--- src/rtl/wkh_pkg.sv ---
// Package: shared field positions and the decoded register view of the
// wake-up and halt control unit. Assumes an 8-bit register.
package wkh_pkg;
    localparam int REG_W   = 8;
    localparam int B_FHALT = 7;
    localparam int B_HOS   = 6;
    localparam int B_WMODE = 5;
    localparam int B_RSVD  = 4;
    localparam int B_EN_UC = 3;
    localparam int B_EN_BS = 2;
    localparam int B_PN_UC = 1;
    localparam int B_PN_BS = 0;

    typedef struct packed {
        logic force_halt;
        logic halt_on_susp;
        logic wake_mode;
        logic en_mcu;
        logic en_bus;
        logic pnd_mcu;
        logic pnd_bus;
    } wkh_ctrl_t;
endpackage

--- src/rtl/wkh_regfile.sv ---
// Module: control register storage. Applies the write rules (clear-on-zero
// pending flags, conditionally ignored halt bits) and the event sets.
// Assumes qualified events arrive already gated by their enables.
module wkh_regfile
    import wkh_pkg::*;
(
    input  logic             clk,
    input  logic             rst_n,
    input  logic             wr_en,
    input  logic [REG_W-1:0] wr_data,
    input  logic             attached,
    input  logic             suspended,
    input  logic             q_bus,
    input  logic             q_mcu,
    output wkh_ctrl_t        ctrl,
    output logic [REG_W-1:0] rd_data
);
    wkh_ctrl_t ctrl_q;

    // Register update: reset values, guarded writes, then event sets.
    always_ff @(posedge clk) begin
        if (!rst_n) begin
            ctrl_q <= '{force_halt: 1'b0, halt_on_susp: 1'b0, wake_mode: 1'b0,
                        en_mcu: 1'b1, en_bus: 1'b1, pnd_mcu: 1'b1, pnd_bus: 1'b1};
        end else begin
            if (wr_en) begin
                if (!(wr_data[B_FHALT] && attached))
                    ctrl_q.force_halt <= wr_data[B_FHALT];
                if (!(wr_data[B_HOS] && suspended))
                    ctrl_q.halt_on_susp <= wr_data[B_HOS];
                ctrl_q.wake_mode <= wr_data[B_WMODE];
                ctrl_q.en_mcu    <= wr_data[B_EN_UC];
                ctrl_q.en_bus    <= wr_data[B_EN_BS];
            end
            ctrl_q.pnd_mcu <= q_mcu || (ctrl_q.pnd_mcu && !(wr_en && !wr_data[B_PN_UC]));
            ctrl_q.pnd_bus <= q_bus || (ctrl_q.pnd_bus && !(wr_en && !wr_data[B_PN_BS]));
        end
    end

    // Read view: reserved position forced to zero.
    always_comb begin
        rd_data          = '0;
        rd_data[B_FHALT] = ctrl_q.force_halt;
        rd_data[B_HOS]   = ctrl_q.halt_on_susp;
        rd_data[B_WMODE] = ctrl_q.wake_mode;
        rd_data[B_EN_UC] = ctrl_q.en_mcu;
        rd_data[B_EN_BS] = ctrl_q.en_bus;
        rd_data[B_PN_UC] = ctrl_q.pnd_mcu;
        rd_data[B_PN_BS] = ctrl_q.pnd_bus;
    end

    assign ctrl = ctrl_q;

    AST_PND_BUS_SRC: assert property (@(posedge clk) disable iff (!rst_n)
        $rose(ctrl_q.pnd_bus) |-> $past(q_bus));
    AST_PND_MCU_SRC: assert property (@(posedge clk) disable iff (!rst_n)
        $rose(ctrl_q.pnd_mcu) |-> $past(q_mcu));
    AST_FH_ATTACHED: assert property (@(posedge clk) disable iff (!rst_n)
        (wr_en && wr_data[B_FHALT] && attached) |=> $stable(ctrl_q.force_halt));
    AST_HOS_SUSP: assert property (@(posedge clk) disable iff (!rst_n)
        (wr_en && wr_data[B_HOS] && suspended) |=> $stable(ctrl_q.halt_on_susp));
endmodule

--- src/rtl/wkh_halt_ctl.sv ---
// Module: halt state. Sets on an accepted force-halt request or on the
// suspend rising edge with halt-on-suspend armed; a wake event clears it
// and wins over any set in the same cycle.
module wkh_halt_ctl (
    input  logic clk,
    input  logic rst_n,
    input  logic wake_q,
    input  logic fh_req,
    input  logic hos,
    input  logic suspended,
    output logic halt
);
    logic susp_d;
    logic susp_rise;

    assign susp_rise = suspended && !susp_d;

    // Suspend edge history.
    always_ff @(posedge clk) begin
        if (!rst_n) susp_d <= 1'b0;
        else        susp_d <= suspended;
    end

    // Halt state with wake taking precedence.
    always_ff @(posedge clk) begin
        if (!rst_n)                          halt <= 1'b0;
        else if (wake_q)                     halt <= 1'b0;
        else if (fh_req || (hos && susp_rise)) halt <= 1'b1;
    end

    AST_HALT_WAKE: assert property (@(posedge clk) disable iff (!rst_n)
        wake_q |=> !halt);
    AST_HALT_CAUSE: assert property (@(posedge clk) disable iff (!rst_n)
        $rose(halt) |-> $past(fh_req || (hos && suspended)));
endmodule

--- src/rtl/wkh_delay.sv ---
// Module: wake-up delay timer. The first qualifying event starts a count
// of DELAY_CYCLES edges; expiry is held until no flag is pending.
module wkh_delay #(
    parameter int DELAY_CYCLES = 1024
) (
    input  logic clk,
    input  logic rst_n,
    input  logic start,
    input  logic any_pnd,
    output logic done
);
    localparam int CNT_W = (DELAY_CYCLES > 1) ? $clog2(DELAY_CYCLES) : 1;
    localparam logic [CNT_W-1:0] LAST = CNT_W'(DELAY_CYCLES - 1);

    logic             run;
    logic [CNT_W-1:0] cnt;

    // Timer sequencing: start, count, expire, forget.
    always_ff @(posedge clk) begin
        if (!rst_n) begin
            run  <= 1'b0;
            cnt  <= '0;
            done <= 1'b0;
        end else if (run) begin
            if (cnt == LAST) begin
                run  <= 1'b0;
                done <= 1'b1;
            end else begin
                cnt <= cnt + 1'b1;
            end
        end else if (start && !done) begin
            run <= 1'b1;
            cnt <= '0;
        end else if (done && !any_pnd) begin
            done <= 1'b0;
        end
    end

    AST_CNT_BOUND: assert property (@(posedge clk) disable iff (!rst_n)
        run |-> (cnt <= LAST));
    AST_DONE_AFTER_RUN: assert property (@(posedge clk) disable iff (!rst_n)
        $rose(done) |-> $past(run));
endmodule

--- src/rtl/wake_halt_ctrl.sv ---
// Module: top of the wake-up and halt control unit. Qualifies events with
// their enables, ties register, halt and delay logic together and forms
// the interrupt. Assumes event inputs are synchronous to clk.
module wake_halt_ctrl
    import wkh_pkg::*;
#(
    parameter int DELAY_CYCLES = 1024
) (
    input  logic       clk,
    input  logic       rst_n,
    input  logic       wr_en,
    input  logic [7:0] wr_data,
    output logic [7:0] rd_data,
    input  logic       bus_act,
    input  logic       mcu_acc,
    input  logic       suspended,
    input  logic       attached,
    output logic       halt,
    output logic       wake_irq
);
    wkh_ctrl_t ctrl;
    logic      q_bus, q_mcu, wake_q, fh_req, any_pnd, dly_done;

    assign q_bus   = bus_act && ctrl.en_bus;
    assign q_mcu   = mcu_acc && ctrl.en_mcu;
    assign wake_q  = q_bus || q_mcu;
    assign fh_req  = wr_en && wr_data[B_FHALT] && !attached;
    assign any_pnd = ctrl.pnd_bus || ctrl.pnd_mcu;

    wkh_regfile u_reg (
        .clk(clk), .rst_n(rst_n), .wr_en(wr_en), .wr_data(wr_data),
        .attached(attached), .suspended(suspended),
        .q_bus(q_bus), .q_mcu(q_mcu), .ctrl(ctrl), .rd_data(rd_data)
    );

    wkh_halt_ctl u_halt (
        .clk(clk), .rst_n(rst_n), .wake_q(wake_q), .fh_req(fh_req),
        .hos(ctrl.halt_on_susp), .suspended(suspended), .halt(halt)
    );

    wkh_delay #(.DELAY_CYCLES(DELAY_CYCLES)) u_dly (
        .clk(clk), .rst_n(rst_n), .start(wake_q), .any_pnd(any_pnd),
        .done(dly_done)
    );

    // Interrupt: pending OR, gated by the delay when mode 1 is selected.
    always_comb begin
        wake_irq = any_pnd && (!ctrl.wake_mode || dly_done);
    end

    AST_IRQ_NEEDS_PND: assert property (@(posedge clk) disable iff (!rst_n)
        wake_irq |-> (rd_data[B_PN_BS] || rd_data[B_PN_UC]));
    AST_IRQ_MODE0: assert property (@(posedge clk) disable iff (!rst_n)
        (!rd_data[B_WMODE] && (rd_data[B_PN_BS] || rd_data[B_PN_UC])) |-> wake_irq);
endmodule

--- config.mk ---
export PLATFORM = sky130hd
export DESIGN_NAME = wake_halt_ctrl
export DESIGN_NICKNAME = d
export VERILOG_FILES = /design/src/rtl/wkh_pkg.sv /design/src/rtl/wkh_regfile.sv /design/src/rtl/wkh_halt_ctl.sv /design/src/rtl/wkh_delay.sv /design/src/rtl/wake_halt_ctrl.sv
export SDC_FILE = /design/constraint.sdc
export NUM_CORES = 1
export LEC_CHECK = 0
export ABC_CLOCK_PERIOD_IN_PS = 1900
export CORE_ASPECT_RATIO = 1.75
export CORE_MARGIN = 2
export CORE_UTILIZATION = 35
export CTS_CLUSTER_SIZE = 12
export DETAILED_ROUTE_END_ITERATION = 12
export SYNTH_ARGS = -nofsm -noshare
export SYNTH_HDL_FRONTEND = slang
export SYNTH_SLANG_ARGS = --single-unit
--- constraint.sdc ---
create_clock -name clk -period 1.9 [get_ports clk]
set_input_delay 0.38 -clock clk [delete_from_list [all_inputs] [get_ports clk]]
set_output_delay 0.38 -clock clk [all_outputs]
set_load 0.02 [all_outputs]
==> summary.md, run 1 <==
| Metric | Value |
|---|---|
| Fmax | 0.548 GHz |
| RSZ-0062 raised after global routing | false |
| Setup Fix Bufs, Post-CTS | 0 |
| Fin. Hold Viols | 0 |
| Setup-failing EPs final | 0 |
| Worst EP required | 1.52 ns |
| Number of global-route vias before repair | 903 |
| Clock latency at the later pin of the worst-skew pair | approximately 0.26 ns |
| Asr flop ratio synth | 0% |
| Layout cells sized above 1 | 12.0% |
| CP endpoint kind | output pin |
| Clock transition at path regs | 0.08 ns |
| Post-CTS Hold Fix Bufs | 0 |
| Chip Height | 73.1 um |
| Max cap viols | 0 |
| Placer Congestion | 0.745 |
| Highest metal used | met4 |
| Overflow left after global routing | 0 |
| Synthesized flop and latch total | 21 |
| Final Worst Setup Slack | 0.0764 ns |
| Pin count of the biggest net entering global routing | 15 |
| Buffers on Ports | 22 |
| Mapped Area | 956 um2 |
| Fillers | 244 |
| Dpl ws | ~0.077 ns |
| WL met3 | 73 um |
| Initial Utilization | between 30% and 40% |
| CTS sink count | 21 |
| Antenna-violating nets left | 0 |
| First-pass GRT wire length | between 3000 and 4000 um |
| Crit Path Max Fanout | 4 |
| Pwr dens | 718 mW/mm2 |
| DR DRC count | 0 |
| Die Wd | 43.5 um |
| Final min period | 1.82 ns |
| Antenna cells | 0 |
| Final Instance Area | 0.00126 mm2 |
| Number of DRC markers in iteration 0 | 25 |
| CTS Buf Count | 3 |
| Met2 wire length | ~1200 um |
| Hold Crit Class | reg2reg |
| Arrival time worst endpoint | around 1.4 ns |
| Post-synth EDFFs | 0 |
| TritonCTS clock tree | done |
| Post-DR vias/cell | approximately 5.6 |
| Post-Synthesis Net Count | ~120 |
| Die area | between 0.003 and 0.004 mm2 |
| CP Class | reg2out |
| Initial antenna violation count | 0 |
| Leak | 0.000486 uW |
| WL per Instance | about 14 um |
| Total core area | 0.00266 mm2 |
| Sequential share of the synthesized area | 44.0% |
| Htree depth | 1 |
| Most frequent cells in the layout | clkdlybuf4s50_1, dfxtp_1, nand2_1 |
| DPL Wire Length | 1720 um |
| Via Count | about 900 |
| IR drop worst, VDD | 0.437 mV |
| Mapped Avg Cell Area | 8.93 um2 |
| CTS max path bufs | 2 |
| I/O pins | 25 |
| Synth Flop Type | dfxtp_1 |
| Clk_skew | around 0.0038 ns |
| Setup crit start kind | flip-flop |
| Most common cell after layout, fill and taps aside | clkdlybuf4s50_1 |
| Post-cts repair resize count | 0 |
| Status | finished clean |
| Synth unique cells | 39 |
| Met1 WL | 843 um |
| Mapped Cells | around 110 |
| Routed Wire Length | 2180 um |
| Root buffer cell | clkbuf_8 |
| Tcrit/Tclk final | 96.0% |
| GRT Total Usage | 16.0% |
| Reg2Reg Setup Slack | 0.11 ns |
| Row count | 25 |
| DP Area | roughly 0.0012 mm2 |
| Max-slew violation count | 0 |
| Total chip power | a little over 900 uW |
| TritonRoute pass-1 iters | 4 |
| Nets@finish | 150 |
| Area Growth Syn to Fin | 32.1% |
| Setup TNS | 0 ns |
| YS warnings | 0 |
[metal layers]
layer	vias up	global-route usage, %
li1	444	-
met1	413	16.8
met2	26	28.0
met3	7	2.48
met4	0	11.1
met5	-	0
[synthesized netlist by cell type (all sizes together), types with 2 or more instances]
library cell,instances,area [um2]
dfxtp,21,420
nand2,13,48.8
a21oi,7,35.0
nand3,6,30.0
inv,5,18.8
nor2,5,18.8
o21ai,5,25.0
and2,4,27.5
and3,4,32.5
a31oi,3,18.8
mux2i,3,30.0
nor3,3,15.0
a221o,2,21.3
a22o,2,17.5
buf,2,15.0
clkbuf,2,7.51
nand4,2,12.5
nor3b,2,15.0
[kinds of logic (layout without fill, tap and decap cells)]
| logic type | Yosys count | count (layout) | synth area share [%] |
|---|---|---|---|
| other | 1 | 1 | 0.392 |
| xor gates and xnor gates | 1 | 1 | 0.916 |
| adders and majority gates | 1 | 1 | 1.31 |
| AOI/OAI and AO/OA | 28 | 28 | 21.6 |
| buffers and inverters | 9 | 35 | 4.32 |
| muxes | 3 | 3 | 3.14 |
| and+or+nand+nor | 43 | 43 | 24.3 |
| DFF | 21 | 21 | 44.0 |
[area by class of cell]
class,count,area [um2],share of cell area (%)
Multi-Input combinational cell,77,494,39.1
Sequential cell,21,420,33.3
Timing Repair Buffer,26,250,19.8
Clock buffer,4,45.0,3.57
Tap cell,27,33.8,2.68
Inverter,5,18.8,1.49
[state kept, by name, indices dropped and copies added, names as in the netlist]
name and flops:
u_dly.done 1, u_halt.halt 1, u_reg.ctrl 7, u_halt.susp_d 1
u_dly.cnt 10, u_dly.run 1
[worst paths after layout]
| kind | from | endpoint | depth (start not counted) |
|---|---|---|---|
| max | u_reg.ctrl[1]$_SDFF_PN1_ | wake_irq | 3 |
| min | u_dly.cnt[7]$_SDFFE_PN0P_ | u_dly.cnt[7]$_SDFFE_PN0P_ | 1 |
| max reg2reg | u_dly.cnt[0]$_SDFFE_PN0P_ | u_dly.cnt[9]$_SDFFE_PN0P_ | 5 |
| min reg2reg | u_dly.cnt[7]$_SDFFE_PN0P_ | u_dly.cnt[7]$_SDFFE_PN0P_ | 1 |
[metrics by stage]
| step | util (%) | cells | hold slack [ns] |
|---|---|---|---|
| global placement | 45.8 | 156 | 0.441 |
| global route | 47.5 | 160 | 0.505 |
| finish | 47.5 | 160 | 0.461 |
| CTS | 47.5 | 160 | 0.468 |
| floorplan | - | 107 | 0.428 |
| detailed placement | 45.8 | 156 | 0.459 |
[critical path: stages, from the launching register on]
cell and delay (ns):
dfxtp_1 0.39, nor2_1 0.07, a21oi_1 0.11, clkdlybuf4s50_1 0.62
[report_power, final]
part	switching [uW]	internal (uW)	leakage, uW
sequential	17.4	457	0.000171
combinational	65.2	73.5	0.000292
clock	143	149	0.0000228
Power figures use the tool's default switching activity.
==> run 2, diff against run 1 <==
--- a/config.mk
+++ b/config.mk
@@ -7,10 +7,10 @@
 export LEC_CHECK = 0
 export ABC_CLOCK_PERIOD_IN_PS = 1900
 export CORE_ASPECT_RATIO = 1.75
-export CORE_MARGIN = 2
 export CORE_UTILIZATION = 35
 export CTS_CLUSTER_SIZE = 12
 export DETAILED_ROUTE_END_ITERATION = 12
+export REMOVE_ABC_BUFFERS = 1
 export SYNTH_ARGS = -nofsm -noshare
 export SYNTH_HDL_FRONTEND = slang
 export SYNTH_SLANG_ARGS = --single-unit
==> run 2 against run 1 <==
Core utilization up 1.6 points. Count of clock-buffer cells in the layout unchanged. Global-route usage down 1.3 points. Sequential power about the same. Maximum frequency up 1.1%. Register-to-register slack about the same. Worst hold slack better by 0.0024 ns. Highest routed layer unchanged. Combinational power about the same. First-iteration DRC count down 4.0%. Sequential cell count unchanged. Die area down 7.2%. Sequential share of layout area up 0.23 points.
==> summary.md, run 2 (synthesized netlist as in run 1, its figures left out) <==
| Metric | Value |
|---|---|
| Status | finished clean |
| Nets@finish | 149 (-0.67%) |
| Internal Power | 678 uW (-0.32%) |
| Logic pwr share | 15.2% (about the same) |
| Max-slew violation count | 0 (unchanged) |
| GRT met1 Usage | 15.8% (-1.1 points) |
| Arrival time worst endpoint | 1.42 ns (-0.02 ns) |
| Tcrit/Tclk final | 94.9% (-1.1 points) |
| First-pass GRT wire length | 3470 um (-8.2%) |
| Total core area | 0.00255 mm2 (-4.0%) |
| Max reg flops | 10 (unchanged) |
| Switch Pwr | 218 uW (-3.8%) |
| Clk_skew | 0.00215 ns (-0.00160 ns) |
| Seq. cell area | 420 um2 (unchanged) |
| DR DRC count | 0 (unchanged) |
| Antenna cells | 0 (unchanged) |
| Die Wd | 41.5 um (-4.6%) |
| Clock transition at path regs | 0.07 ns (about the same) |
| Crit Path Max Fanout | 4 (unchanged) |
| Sw frac | 24.3% (-0.65 points) |
| Most common cell after layout, fill and taps aside | clkdlybuf4s50_1 |
| Clock latency at the later pin of the worst-skew pair | 0.25 ns (about the same) |
| CTS sink count | 21 (unchanged) |
| RSZ-0062 raised after global routing | false |
| Initial Utilization | 37.5% (+1.5 points) |
| CTS max path bufs | 2 (unchanged) |
| Pwr dens | 714 mW/mm2 (-0.49%) |
| I/O pins | 25 (unchanged) |
| TritonCTS clock tree | done |
| Grt met3 use | 2.30% (-0.18 points) |
| Buffers on Ports | 22 (unchanged) |
| Placer Congestion | 0.827 (+11%) |
| CP endpoint kind | output pin |
| GR Util met2 | 28.5% (+0.45 points) |
| Area Growth Syn to Fin | 31.2% |
| Antenna-violating nets left | 0 (unchanged) |
| Sequential Power Share | 53.0% (+0.6 points) |
| CP Class | reg2out |
| CTS Buf Count | 3 (unchanged) |
| Worst EP required | 1.52 ns (about the same) |
| Setup crit start kind | flip-flop |
| Power share of the clock group | 31.8% (-0.5 points) |
| Row count | 24 (-4.0%) |
| Most frequent cells in the layout | clkdlybuf4s50_1, dfxtp_1, nand2_1 |
| Setup TNS | 0 ns (unchanged) |
| WL per Instance | 13.0 um (-4.7%) |
| Max cap viols | 0 (unchanged) |
| GRT busiest layer | met2 |
| Root buffer cell | clkbuf_8 |
| Fmax | 0.555 GHz (+1.1%) |
| Pin count of the biggest net entering global routing | 15 (unchanged) |
| Biggest register | u_dly.cnt |
| Multi-input gate area | 494 um2 (unchanged) |
| DPL Wire Length | 1610 um (-6.2%) |
| Number of global-route vias before repair | 847 (-6.2%) |
| Number of DRC markers in iteration 0 | 24 (-4.0%) |
| GRT Total Usage | 14.7% (-1.3 points) |
| Post-cts repair resize count | 0 (unchanged) |
| Leak | 0.000481 uW (-1.1%) |
| Core Util, Final | 49.1% (+1.6 points) |
| Die area | 0.00295 mm2 (-7.2%) |
| Overflow left after global routing | 0 (unchanged) |
| Setup Fix Bufs, Post-CTS | 0 (unchanged) |
| Initial antenna violation count | 0 (unchanged) |
| Layout cells sized above 1 | 11.4% (-0.67 points) |
| Setup-failing EPs final | 0 (unchanged) |
| Via Count | 878 (-1.3%) |
| Hold Crit Class | reg2reg |
| Routed Wire Length | 2050 um (-5.9%) |
| Fillers | 266 (+9.0%) |
| TritonRoute pass-1 iters | 4 (unchanged) |
| IR drop worst, VDD | 0.461 mV (+5.6%) |
| Post-CTS Hold Fix Bufs | 0 (unchanged) |
| Final min period | 1.80 ns (-0.0204 ns) |
| Fin. Hold Viols | 0 (unchanged) |
| Final hold slack | 0.463 ns (+0.00236 ns) |
| Post-DR vias/cell | 5.56 (about the same) |
| Htree depth | 1 (unchanged) |
| Chip Height | 71.1 um (-2.7%) |
[run 2: cell type report]
type	instances	share of cell area [%]
clock buffers	4	3.59
well taps	26	2.59
repair buffers	25	19.4
inverters	5	1.50
flip-flops and latches	21	33.5
multi-input cells	77	39.4
[run 2: worst paths after layout]
| path | startpoint | to | slack [ns] | cells past startpoint |
|---|---|---|---|---|
| worst max-delay path | u_reg.ctrl[0]$_SDFF_PN1_ | wake_irq | 0.1 | 3 |
| worst min-delay path | u_dly.cnt[7]$_SDFFE_PN0P_ | u_dly.cnt[7]$_SDFFE_PN0P_ | 0.46 | 1 |
| worst max register to register | u_dly.cnt[0]$_SDFFE_PN0P_ | u_dly.cnt[9]$_SDFFE_PN0P_ | 0.11 | 5 |
| worst min register to register | u_dly.cnt[7]$_SDFFE_PN0P_ | u_dly.cnt[7]$_SDFFE_PN0P_ | 0.46 | 1 |
[run 2: power groups by stage]
| stage | Sequential (uW) | Clock (uW) | Combinational (uW) |
|---|---|---|---|
| detailed placement | 485 | 0 | 137 |
| finish | 475 | 285 | 136 |
| floorplan | 491 | 0 | 54.9 |
| global placement | 485 | 0 | 136 |
| CTS | 475 | 297 | 137 |
| global route | 477 | 316 | 149 |
[run 2: through the flow]
step | cells | setup slack, ns | total power (uW) | area, um2
detailed placement | 154 | 0.0888 | 622 | 1210
CTS | 158 | 0.0758 | 910 | 1250
floorplan | 103 | 0.229 | 546 | 933
global route | 158 | 0.00181 | 943 | 1250
global placement | 154 | 0.110 | 620 | 1210
finish | 158 | 0.0968 | 896 | 1250
[run 2: routing by layer]
layer | up-vias | share of wire, %
li1 | 443 | -
met1 | 405 | 43
met2 | 26 | 53
met3 | 4 | 3.1
met4 | 0 | 0.93
met5 | - | 0
[run 2: worst max-delay path: stages, from the launching register on]
cell and delay, ns:
dfxtp_1 0.39, nor2_1 0.06, a21oi_1 0.11, clkdlybuf4s50_1 0.62
==> run 3, diff against run 2 <==
--- a/config.mk
+++ b/config.mk
@@ -10,6 +10,7 @@
 export CORE_UTILIZATION = 35
 export CTS_CLUSTER_SIZE = 12
 export DETAILED_ROUTE_END_ITERATION = 12
+export PLACE_DENSITY_LB_ADDON = 0.1
 export REMOVE_ABC_BUFFERS = 1
 export SYNTH_ARGS = -nofsm -noshare
 export SYNTH_HDL_FRONTEND = slang
==> run 3 against run 2 <==
Clock power is 3% higher. First-iteration DRC count is 25% lower. Core utilization is 0.64 points higher. Worst hold slack worse by 0.0042 ns. Combinational power hardly changed. Final cell count is 1.3% higher.
==> summary.md, run 3 (synthesized netlist as in run 1, its figures left out) <==
| Metric | Value |
|---|---|
| Pin count of the biggest net entering global routing | 15 (unchanged) |
| Dpl ws | -0.00564 ns (-0.0944 ns) |
| Die area | 0.00295 mm2 (unchanged) |
| IR drop worst, VDD | 0.410 mV (-11%) |
| Chip Height | 71.1 um (unchanged) |
| Root buffer cell | clkbuf_8 |
| Setup-failing EPs final | 0 (unchanged) |
| Finished Layout Cells | 160 (+1.3%) |
| Placer Congestion | 0.812 (-1.9%) |
| WL per Instance | 13.3 um (+2.2%) |
| Tcrit/Tclk final | 96.8% (+1.9 points) |
| CTS sink count | 21 (unchanged) |
| CP Class | reg2out |
| Layout cells sized above 1 | 13.4% (+2.1 points) |
| Post-CTS Hold Fix Bufs | 0 (unchanged) |
| Number of DRC markers in iteration 0 | 18 (-25%) |
| Max-slew violation count | 0 (unchanged) |
| TritonCTS clock tree | done |
| Initial Utilization | 37.5% (unchanged) |
| Setup Fix Bufs, Post-CTS | 0 (unchanged) |
| First-pass GRT wire length | 3690 um (+6.4%) |
| Final min period | 1.84 ns (+0.0354 ns) |
| Clock transition at path regs | 0.08 ns (about the same) |
| Met1 WL | 839 um (-4.0%) |
| Core Util, Final | 49.8% (+0.64 points) |
| Hold Crit Class | reg2reg |
| Worst EP required | 1.52 ns (about the same) |
| Post-DR vias/cell | 5.44 (-2.1%) |
| Arrival time worst endpoint | 1.46 ns (+0.04 ns) |
| WL met3 | 70 um (+9.4%) |
| Clk_skew | 0.00603 ns (+0.00387 ns) |
| CTS max path bufs | 2 (unchanged) |
| Initial antenna violation count | 0 (unchanged) |
| Fin. Hold Viols | 0 (unchanged) |
| Area Growth Syn to Fin | 32.9% |
| Final Worst Setup Slack | 0.0614 ns (-0.0354 ns) |
| Via Count | 870 (-0.91%) |
| Biggest register | u_dly.cnt |
| DR DRC count | 0 (unchanged) |
| Crit Path Max Fanout | 4 (unchanged) |
| RSZ-0062 raised after global routing | false |
| Leak | 0.000493 uW (+2.7%) |
| Met2 wire length | 1150 um (+5.2%) |
| Routed Wire Length | 2120 um (+3.5%) |
| Placed cells | 156 (+1.3%) |
| Status | finished clean |
| Clock latency at the later pin of the worst-skew pair | 0.26 ns (about the same) |
| Pwr dens | 713 mW/mm2 (-0.14%) |
| Die Wd | 41.5 um (unchanged) |
| Overflow left after global routing | 0 (unchanged) |
| DPL Wire Length | 1660 um (+2.9%) |
| Antenna cells | 0 (unchanged) |
| CP endpoint kind | output pin |
| Antenna-violating nets left | 0 (unchanged) |
| CTS Buf Count | 3 (unchanged) |
| Most common cell after layout, fill and taps aside | clkdlybuf4s50_1 |
| Most frequent cells in the layout | clkdlybuf4s50_1, dfxtp_1, nand2_1 |
| Max reg flops | 10 (unchanged) |
| Row count | 24 (unchanged) |
| Fmax | 0.544 GHz (-1.9%) |
| Setup crit start kind | flip-flop |
| Number of global-route vias before repair | 852 (+0.59%) |
| Max cap viols | 0 (unchanged) |
| Total chip power | 906 uW (+1.2%) |
| GRT Total Usage | 16.0% (+1.3 points) |
| Post-cts repair resize count | 0 (unchanged) |
| I/O pins | 25 (unchanged) |
| Highest metal used | met4 |
| Total core area | 0.00255 mm2 (unchanged) |
| Nets@finish | 151 (+1.3%) |
| TritonRoute pass-1 iters | 4 (unchanged) |
| Setup TNS | 0 ns (unchanged) |
| Buffers on Ports | 22 (unchanged) |
| Htree depth | 1 (unchanged) |
-- run 3: path summary, 6_finish.rpt --
check	start	endpoint	slack, ns	cells past startpoint
worst min register to register	u_dly.cnt[7]$_SDFFE_PN0P_	u_dly.cnt[7]$_SDFFE_PN0P_	0.46	1
worst max-delay path	u_reg.ctrl[1]$_SDFF_PN1_	wake_irq	0.06	3
worst min-delay path	u_dly.cnt[7]$_SDFFE_PN0P_	u_dly.cnt[7]$_SDFFE_PN0P_	0.46	1
worst max register to register	u_dly.cnt[0]$_SDFFE_PN0P_	u_dly.cnt[9]$_SDFFE_PN0P_	0.09	5
-- run 3: worst max-delay path, cell delays in order, from the launching register on --
cell and delay, ns:
dfxtp_1 0.39, nor2_1 0.06, a21oi_1 0.13, clkdlybuf4s50_1 0.62
-- run 3: where the power goes --
| part | leakage [uW] | internal [uW] | switching, uW |
|---|---|---|---|
| Combinational | 0.000297 | 74.5 | 64.0 |
| Clock | 0.0000255 | 146 | 147 |
| Sequential | 0.000171 | 457 | 17.6 |
| Total | 0.000493 | 678 | 228 |
-- run 3: layer usage --
layer,vias to the layer above,track usage [%]
met3,7,2.55
met4,0,11.5
met5,-,0
li1,443,-
met2,21,28.3
met1,399,16.6
-- run 3: final cells by class --
cell class / instances / area, um2
Tap cell: 26 / 32.5
Timing Repair Buffer: 27 / 258
Clock buffer: 3 / 41.3
Multi-Input combinational cell: 77 / 494
Fill cell: 265 / 1280
Inverter: 5 / 18.8
Clock inverter: 1 / 5.00
Sequential cell: 21 / 420
-- run 3: metrics by stage --
step,cell area (um2),hold slack (ns)
after floorplan,933,0.428
after global placement,1220,0.444
after detailed placement,1220,0.453
after CTS,1270,0.465
after global routing,1270,0.495
final,1270,0.459
